--- src/rtl/dtx_pkg.sv ---
package dtx_pkg;
  localparam int unsigned NUM_COND = 3;
  localparam int unsigned NUM_CHAN = 2;
  // condition positions: timeout, read discard, write discard
  localparam int unsigned COND_MTO = 0;
  localparam int unsigned COND_RD  = 1;
  localparam int unsigned COND_WR  = 2;
  typedef logic [NUM_COND-1:0] cond_vec_t;
endpackage

--- src/rtl/dtx_retry_track.sv ---
module dtx_retry_track #(
  parameter int unsigned CNT_W = 24
) (
  input  logic clk,
  input  logic rst_n,
  input  logic cnt_en,
  input  logic req,
  input  logic done,
  input  logic retry,
  output logic term,
  output logic discard
);
  localparam logic [CNT_W-1:0] CNT_MAX = '1;

  logic             act_q, act_d;
  logic [CNT_W-1:0] cnt_q, cnt_d;
  logic             disc_q;
  logic             upd;

  always_comb begin
    act_d = act_q;
    cnt_d = cnt_q;
    term  = 1'b0;
    if (req) begin
      act_d = 1'b1;
      cnt_d = '0;
    end else if (done) begin
      act_d = 1'b0;
      cnt_d = '0;
    end else if (act_q && retry && cnt_en) begin
      if (cnt_q == CNT_MAX) begin
        term  = 1'b1;
        act_d = 1'b0;
        cnt_d = '0;
      end else begin
        cnt_d = cnt_q + 1'b1;
      end
    end
  end

  assign upd = req | done | (act_q & retry & cnt_en);

  always_ff @(posedge clk or negedge rst_n) begin
    if (!rst_n) begin
      act_q <= 1'b0;
      cnt_q <= '0;
    end else if (upd) begin
      act_q <= act_d;
      cnt_q <= cnt_d;
    end
  end

  always_ff @(posedge clk or negedge rst_n) begin
    if (!rst_n) disc_q <= 1'b0;
    else        disc_q <= term;
  end

  assign discard = disc_q;
endmodule

--- src/rtl/dtx_status_w1c.sv ---
module dtx_status_w1c
  import dtx_pkg::*;
(
  input  logic      clk,
  input  logic      rst_n,
  input  cond_vec_t ev,
  input  logic      clr_wr,
  input  cond_vec_t clr_data,
  input  logic      err_en,
  input  cond_vec_t err_dis,
  output cond_vec_t status,
  output logic      serr
);
  cond_vec_t st_q;
  cond_vec_t st_d;
  cond_vec_t clr_mask;
  cond_vec_t fresh;
  logic      serr_q, serr_d;

  always_comb begin
    clr_mask = clr_wr ? clr_data : '0;
    st_d     = (st_q & ~clr_mask) | ev;
    fresh    = ev & ~st_q & ~err_dis;
    serr_d   = err_en & (|fresh);
  end

  for (genvar i = 0; i < NUM_COND; i++) begin : g_bit
    logic bit_en;
    assign bit_en = ev[i] | clr_mask[i];
    always_ff @(posedge clk or negedge rst_n) begin
      if (!rst_n)      st_q[i] <= 1'b0;
      else if (bit_en) st_q[i] <= st_d[i];
    end
  end

  always_ff @(posedge clk or negedge rst_n) begin
    if (!rst_n) serr_q <= 1'b0;
    else        serr_q <= serr_d;
  end

  assign status = st_q;
  assign serr   = serr_q;
endmodule

--- src/rtl/dtx_err_mon.sv ---
module dtx_err_mon
  import dtx_pkg::*;
#(
  parameter int unsigned RETRY_W = 24
) (
  input  logic       clk,
  input  logic       rst_n,
  input  logic       retry_cnt_en,
  input  logic       err_en,
  input  logic [2:0] err_dis,
  input  logic       rd_req,
  input  logic       rd_retry,
  input  logic       rd_done,
  input  logic       wr_req,
  input  logic       wr_retry,
  input  logic       wr_done,
  input  logic       mto_expire,
  input  logic       clr_wr,
  input  logic [2:0] clr_data,
  output logic       rd_discard,
  output logic       wr_discard,
  output logic [2:0] status,
  output logic       serr
);
  logic [NUM_CHAN-1:0] req_v, done_v, retry_v, term_v, disc_v;
  cond_vec_t           ev;

  assign req_v   = {wr_req,   rd_req};
  assign done_v  = {wr_done,  rd_done};
  assign retry_v = {wr_retry, rd_retry};

  for (genvar ch = 0; ch < NUM_CHAN; ch++) begin : g_chan
    dtx_retry_track #(.CNT_W(RETRY_W)) u_trk (
      .clk     (clk),
      .rst_n   (rst_n),
      .cnt_en  (retry_cnt_en),
      .req     (req_v[ch]),
      .done    (done_v[ch]),
      .retry   (retry_v[ch]),
      .term    (term_v[ch]),
      .discard (disc_v[ch])
    );
  end

  always_comb begin
    ev           = '0;
    ev[COND_MTO] = mto_expire;
    ev[COND_RD]  = term_v[0];
    ev[COND_WR]  = term_v[1];
  end

  dtx_status_w1c u_stat (
    .clk      (clk),
    .rst_n    (rst_n),
    .ev       (ev),
    .clr_wr   (clr_wr),
    .clr_data (clr_data),
    .err_en   (err_en),
    .err_dis  (err_dis),
    .status   (status),
    .serr     (serr)
  );

  assign rd_discard = disc_v[0];
  assign wr_discard = disc_v[1];
endmodule

--- config.mk ---
export PLATFORM = sky130hd
export DESIGN_NAME = dtx_err_mon
export DESIGN_NICKNAME = d
export VERILOG_FILES = /design/src/rtl/dtx_pkg.sv /design/src/rtl/dtx_retry_track.sv /design/src/rtl/dtx_status_w1c.sv /design/src/rtl/dtx_err_mon.sv
export SDC_FILE = /design/constraint.sdc
export NUM_CORES = 1
export LEC_CHECK = 0
export ABC_AREA = 1
export CAP_MARGIN = 10
export CORE_MARGIN = 2
export CORE_UTILIZATION = 60
export DETAILED_ROUTE_END_ITERATION = 7
export DONT_BUFFER_PORTS = 1
export GPL_TIMING_DRIVEN = 0
export MAX_ROUTING_LAYER = met4
export PLACE_DENSITY = 0.73
export SYNTH_ARGS = -nofsm -noshare
export SYNTH_HDL_FRONTEND = slang
export SYNTH_HIERARCHICAL = 1
export SYNTH_SLANG_ARGS = --single-unit
--- constraint.sdc ---
create_clock -name clk -period 1.6 [get_ports clk]
set_input_delay 0.32 -clock clk [delete_from_list [all_inputs] [get_ports clk]]
set_output_delay 0.32 -clock clk [all_outputs]
set_load 0.03 [all_outputs]
---- Yosys cells after proc, flatten, opt, wreduce, memory -nomap -nowiden ----
Cells that the tools add are included.
storage, ports and cells
  register bits after elaboration ......... 56
  output and inout port bits .............. 6
  word-level logic and storage cells ...... 71
operators by class
  add/subtract/negate cells ............... 2
  eq/ne operators ......................... 2
  muxes and demuxes ....................... 25
  bitwise logic cells ..................... 19
  reductions and logical operators ........ 13
operator list
  cell                   number
  $mux 24                8
  $add 24x1->24 const B  2
  $eq 24x24->1 const B   2
  $mux 1                 16
  $reduce_bool 3->1      4
  $and 3x3->3            3
  $not 3->3              3
  $or 1x1->1             7
  $reduce_and 3->1       2
  $and 1x1->1            5
  $logic_and 1x1->1      4
  $reduce_and 2->1       2
  $mux 3                 1
  $or 3x3->3             1
  $reduce_or 3->1        1

---- Longest topological paths before layout ----
  depth after elaboration ................. 9
  depth in mapped cells ................... 11
  depth with buffers taken out ............ 11

---- Hierarchy ----
The synthesis kept the hierarchy.
by module, submodules not included
  module           instances  cells each  area an instance (um2)  sequential area each (um2)
  dtx_retry_track  2          232         1,600.3                 650.6
  dtx_status_w1c   1          21          182.7                   100.1

---- Least setup slack after synthesis ----
No wires, ideal clock.
  path kind ............................... register to register
  from .................................... register g_chan[0].u_trk.cnt_q[0]
  to ...................................... register g_chan[0].u_trk.cnt_q[4]
  library setup time ...................... 0.121 ns
  data arrival time ....................... 1.344 ns
  data required time ...................... 1.479 ns
  slack ................................... 0.135 ns
  cell stages (with the launch flop) ...... 12
  path buffers ............................ 1
  clock period less this slack ............ 1.465 ns
  cells stage by stage .................... dfrtp_1 ha_1 nand2_1 nor2_2 nand2_1 nor2_1 nand2_1 nand2_2 nand2_4 clkinv_4 buf_6 nor2_1
between the ends
  cells in the longest elaborated chain, start to end .. 5
RTL lines
  what                                                  RTL line                                      text
  start, declared                                       dtx_retry_track.sv:16                         logic [CNT_W-1:0] cnt_q, cnt_d;
  start signal, assigned                                dtx_retry_track.sv:49                         cnt_q <= cnt_d;
  $add 24x1->24 / $eq 24x24->1 (equally long branches)  dtx_retry_track.sv:36, dtx_retry_track.sv:31
  $mux 24 *                                             dtx_retry_track.sv:31                         if (cnt_q == CNT_MAX) begin
  $mux 24 *                                             dtx_retry_track.sv:30                         end else if (act_q && retry && cnt_en) begin
  $mux 24 *                                             dtx_retry_track.sv:27                         end else if (done) begin
  $mux 24 *                                             dtx_retry_track.sv:24                         if (req) begin
Mark *: on every way between the ends. The rest lies on a longest branch, timed or not. The select of a mux whose other input is x is not followed.
A chain may end at the register's enable or synchronous reset.

---- Worst setup path after layout ----
  from .................................... register g_chan[1].u_trk.cnt_q[1]
  to ...................................... register u_stat.serr_q (netlist: u_stat/serr)
between the ends
  cells in the longest elaborated chain, start to end .. 9
RTL lines
  what                      RTL line               text
  start, declared           dtx_retry_track.sv:16
  start signal, assigned    dtx_retry_track.sv:49
  $eq 24x24->1              dtx_retry_track.sv:31
  $mux 1                    dtx_retry_track.sv:31
  $mux 1                    dtx_retry_track.sv:30
  $mux 1                    dtx_retry_track.sv:27
  $mux 1                    dtx_retry_track.sv:24
  via ev[2]                 dtx_err_mon.sv:26      cond_vec_t ev;
  $and 3x3->3 (2 in a row)  dtx_status_w1c.sv:23   fresh = ev & ~st_q & ~err_dis;
  $reduce_or 3->1           dtx_status_w1c.sv:24   serr_d = err_en & (|fresh);
  $and 1x1->1               dtx_status_w1c.sv:24
  via u_stat.serr_d         dtx_status_w1c.sv:18   logic serr_q, serr_d;
  end signal, assigned      dtx_status_w1c.sv:38   else serr_q <= serr_d;
  end, declared             dtx_status_w1c.sv:18
The timed path passes the listed nets, and every way through them passes these cells.

==> impl_metrics.yaml <==
routing:
  ant_nets: 0
  avgViaCountPerCell: 5.120
  drc: 0
  drt_wl_total_um: 7818
  drt_iter0_markers: 132
  wl_per_cell_um: 13.21
  drtPass1Iterations: 4
  vias: 3031
yosys:
  synth_edf_count: 0
  synthMuxAreaShare: 0
  seq_area_frac_synth: 0.4142
  synth_most_common_cell: "nand2_1"
  synth-simple-area-share: 0.4312
  synth_seq_cells: 56
  synth_area_per_cell_um2: 6.976
  synth.top_cell.area_share: 0.4142
  synth_cell_types: 27
  async_flop_share: 1.000
  ys_top_cells_by_area: "dfrtp_1 (41%), nand2_1 (19%), nor2_1 (8.4%)"
  synth_largest_area_cell: "dfrtp_1"
  synth_top_family_by_area: "simple AND/OR/NAND/NOR gates"
  synth_xor_area_frac: 0.02589
  synth_compound_area_frac: 0.03624
  synth_fp_nets: 505
  yosys_warnings: 6
  synthAdderAreaFrac: 0.007396
  synth_area_um2: 3383
  synth_common_cells: "nand2_1 (167), nor2_1 (76), inv_1 (58)"
  postSynthCellCount: 485
  synthFlopType: "dfrtp_1"
flow_run:
  cap_violations: 0
final_layout:
  area_delta_synth_final_pct: 21.41
  n_antenna_cell: 0
  final_nets: 539
  fin_util: 0.7506
  drive_above_1_share: 0.2385
  num-fill-cells: 415
timing:
  worst_slew_pin_slew_ps: 300.8
  hold_slack_ps: -315.0
  min_period_ps: 1655
  hold_viol: 56
  setup_ws_ps: -55.32
  setup_violations: 8
  rsz0062_at_grt: "true"
  finalCritPeriodShare: 1.035
  final.setup_skew_ps: 15.89
  slew_headroom: 0.7995
  fmax_mhz: 604.1
  drv_slew: 0
clock_network:
  insertion_delay_ps: 310
  cts_root_buffer: "clkbuf_8"
  clock-sinks: 56
  cts_tree: "built"
  cts_buffer_depth: 2
  numCtsBuffers: 5
  clk_pin_slew_ps: 110
  cts_max_level: 2
power:
  powerDensity_nw_per_um2: 595.1
  p_leak_nw: 1.870
  p_comb_frac: 0.082
  ir_drop_v: 0.0005299
  switching_share: 0.2371
  p_sw_mw: 0.5797
  clkPwrFrac: 0.332
  seqPwrFrac: 0.585
  total_power_mw: 2.445
  cellInternalPower_mw: 1.865
floorplanning:
  rows: 27
  core_um2: 5473
  die-area_um2: 6255
  die_height_um: 79.09
  initial_core_util: 0.6182
  pin_count: 24
  chipWidth_um: 79.09
critical_path:
  rrSetupSlack_ps: -60
  cp_slowest_cell: "dfrtp_1"
  worstPathArrival_ps: 1910
  required_ps: 1850
  crit_chain: "ha_2, nand2_2, nor2_4, nand2_4, nor3_4, nand2_1, nor2_2, nand3b_1, nand3_1, nand2_1, inv_1"
  end_kind: "flip-flop"
  crit_buf_inv: 1
  max_stage_delay_ps: 370
  crit_family: "simple AND/OR/NAND/NOR gates"
  worst-path-max-fanout: 3
  crit_top_cell: "nand2_1"
  cp-start-kind: "flip-flop"
  path_class: "reg -> reg"
grt:
  gr-total-overflow: 0
  grtUsageMet2: 0.4847
  grt_pass1_vias: 2853
  gr-usage-met3: 0.03750
  grt_max_degree: 57
  busiest_layer: "met2"
  grt_pass1_wl_um: 12120
  antenna_found_initial: 0
  met1_usage: 0.2643
  grt.total_usage: 0.2528
place:
  portBuffers: 0
  place_hpwl_um: 5312
  place_ws_ps: -240.8
  routabilityCongestion: 0.8970
hold_path:
  min_path_type: "in -> async"
run_status:
  violations: "negative hold slack, negative setup slack"
  status: "complete, but fails checks"
## logic make-up after synthesis
logic type / Yosys count
AO/OA/AOI/OAI: 21
buffers and inverters: 68
flip-flops: 56
adder cells (fa/ha/maj): 2
XOR/XNOR: 10
AND/OR/NAND/NOR: 328
## power groups by stage
stage / Combinational, mW / Clock (mW) / Sequential, mW
2_1_floorplan: 0.0812 / 0 / 1.46
3_3_place_gp: 0.105 / 0 / 1.46
3_5_place_dp: 0.106 / 0 / 1.46
4_1_cts: 0.136 / 0.857 / 1.43
5_1_grt: 0.214 / 0.895 / 1.43
6_report: 0.201 / 0.813 / 1.43
## worst paths after layout
check / startpoint / cells past startpoint / to
max in group asynchronous: rst_n / 0 / g_chan[0].u_trk/cnt_q[14]
min in group clk: rd_req / 2 / g_chan[0].u_trk/act_q
worst max register to register: g_chan[1].u_trk/cnt_q[1] / 11 / u_stat/serr
worst min register to register: g_chan[1].u_trk/act_q / 2 / g_chan[1].u_trk/act_q
worst min-delay path: rst_n / 0 / g_chan[1].u_trk/cnt_q[11]
worst max-delay path: g_chan[1].u_trk/cnt_q[1] / 11 / u_stat/serr
## sequential cells by signal, indices dropped and copies added (netlist names)
register and count:
g_chan.u_trk/act_q 2, u_stat/status 3, g_chan.u_trk/discard 2, u_stat/serr 1, g_chan.u_trk/cnt_q 48
## area by class of cell
| cell class | count | area, um^2 | share of cell area |
|---|---|---|---|
| timing repair buffer | 27 | 267.8 | 0.06518 |
| tap | 72 | 90.09 | 0.02193 |
| clock buffer | 6 | 82.58 | 0.02010 |
| inverter | 64 | 260.3 | 0.06336 |
| clock inverter | 2 | 15.01 | 0.003655 |
| multi-input combinational | 361 | 1946 | 0.4737 |
| sequential | 56 | 1401 | 0.3412 |
| buffer | 4 | 45.04 | 0.01097 |
## stage by stage
step | TNS [ps] | cells | cell area (um^2)
global placement | -3853 | 557 | 3473
CTS | -48.81 | 581 | 3769
floorplan | 0 | 485 | 3383
detailed placement | -4311 | 557 | 3473
global route | -2657 | 592 | 4108
finish | -87.48 | 592 | 4108
## layout by cell type (no fill, tap or decap), types with 6 or more instances in the layout
master / n
buf_4: 20
buf_6: 6
clkbuf_8: 6
dfrtp_1: 56
inv_1: 58
nand2_1: 156
nand2_2: 13
nand3_1: 32
nand3b_1: 7
nand4_1: 6
nor2_1: 43
nor2_2: 32
nor2_4: 19
o21ai_0: 6
o21bai_1: 6
## routing by layer
layer | routed length [um] | vias to the layer above
li1 | - | 1559
met2 | 4322 | 38
met3 | 144 | 16
met5 | 0 | -
met4 | 155 | 0
met1 | 3196 | 1418
## repair_timing
action	4_1_cts	5_1_grt
gates cloned	0	2
setup endpoints to repair	49	42
setup buffers	16	9
pin swaps	6	16
resized for setup	21	64
hold endpoints to repair	56	56
(Power assumes the default switching activity.)
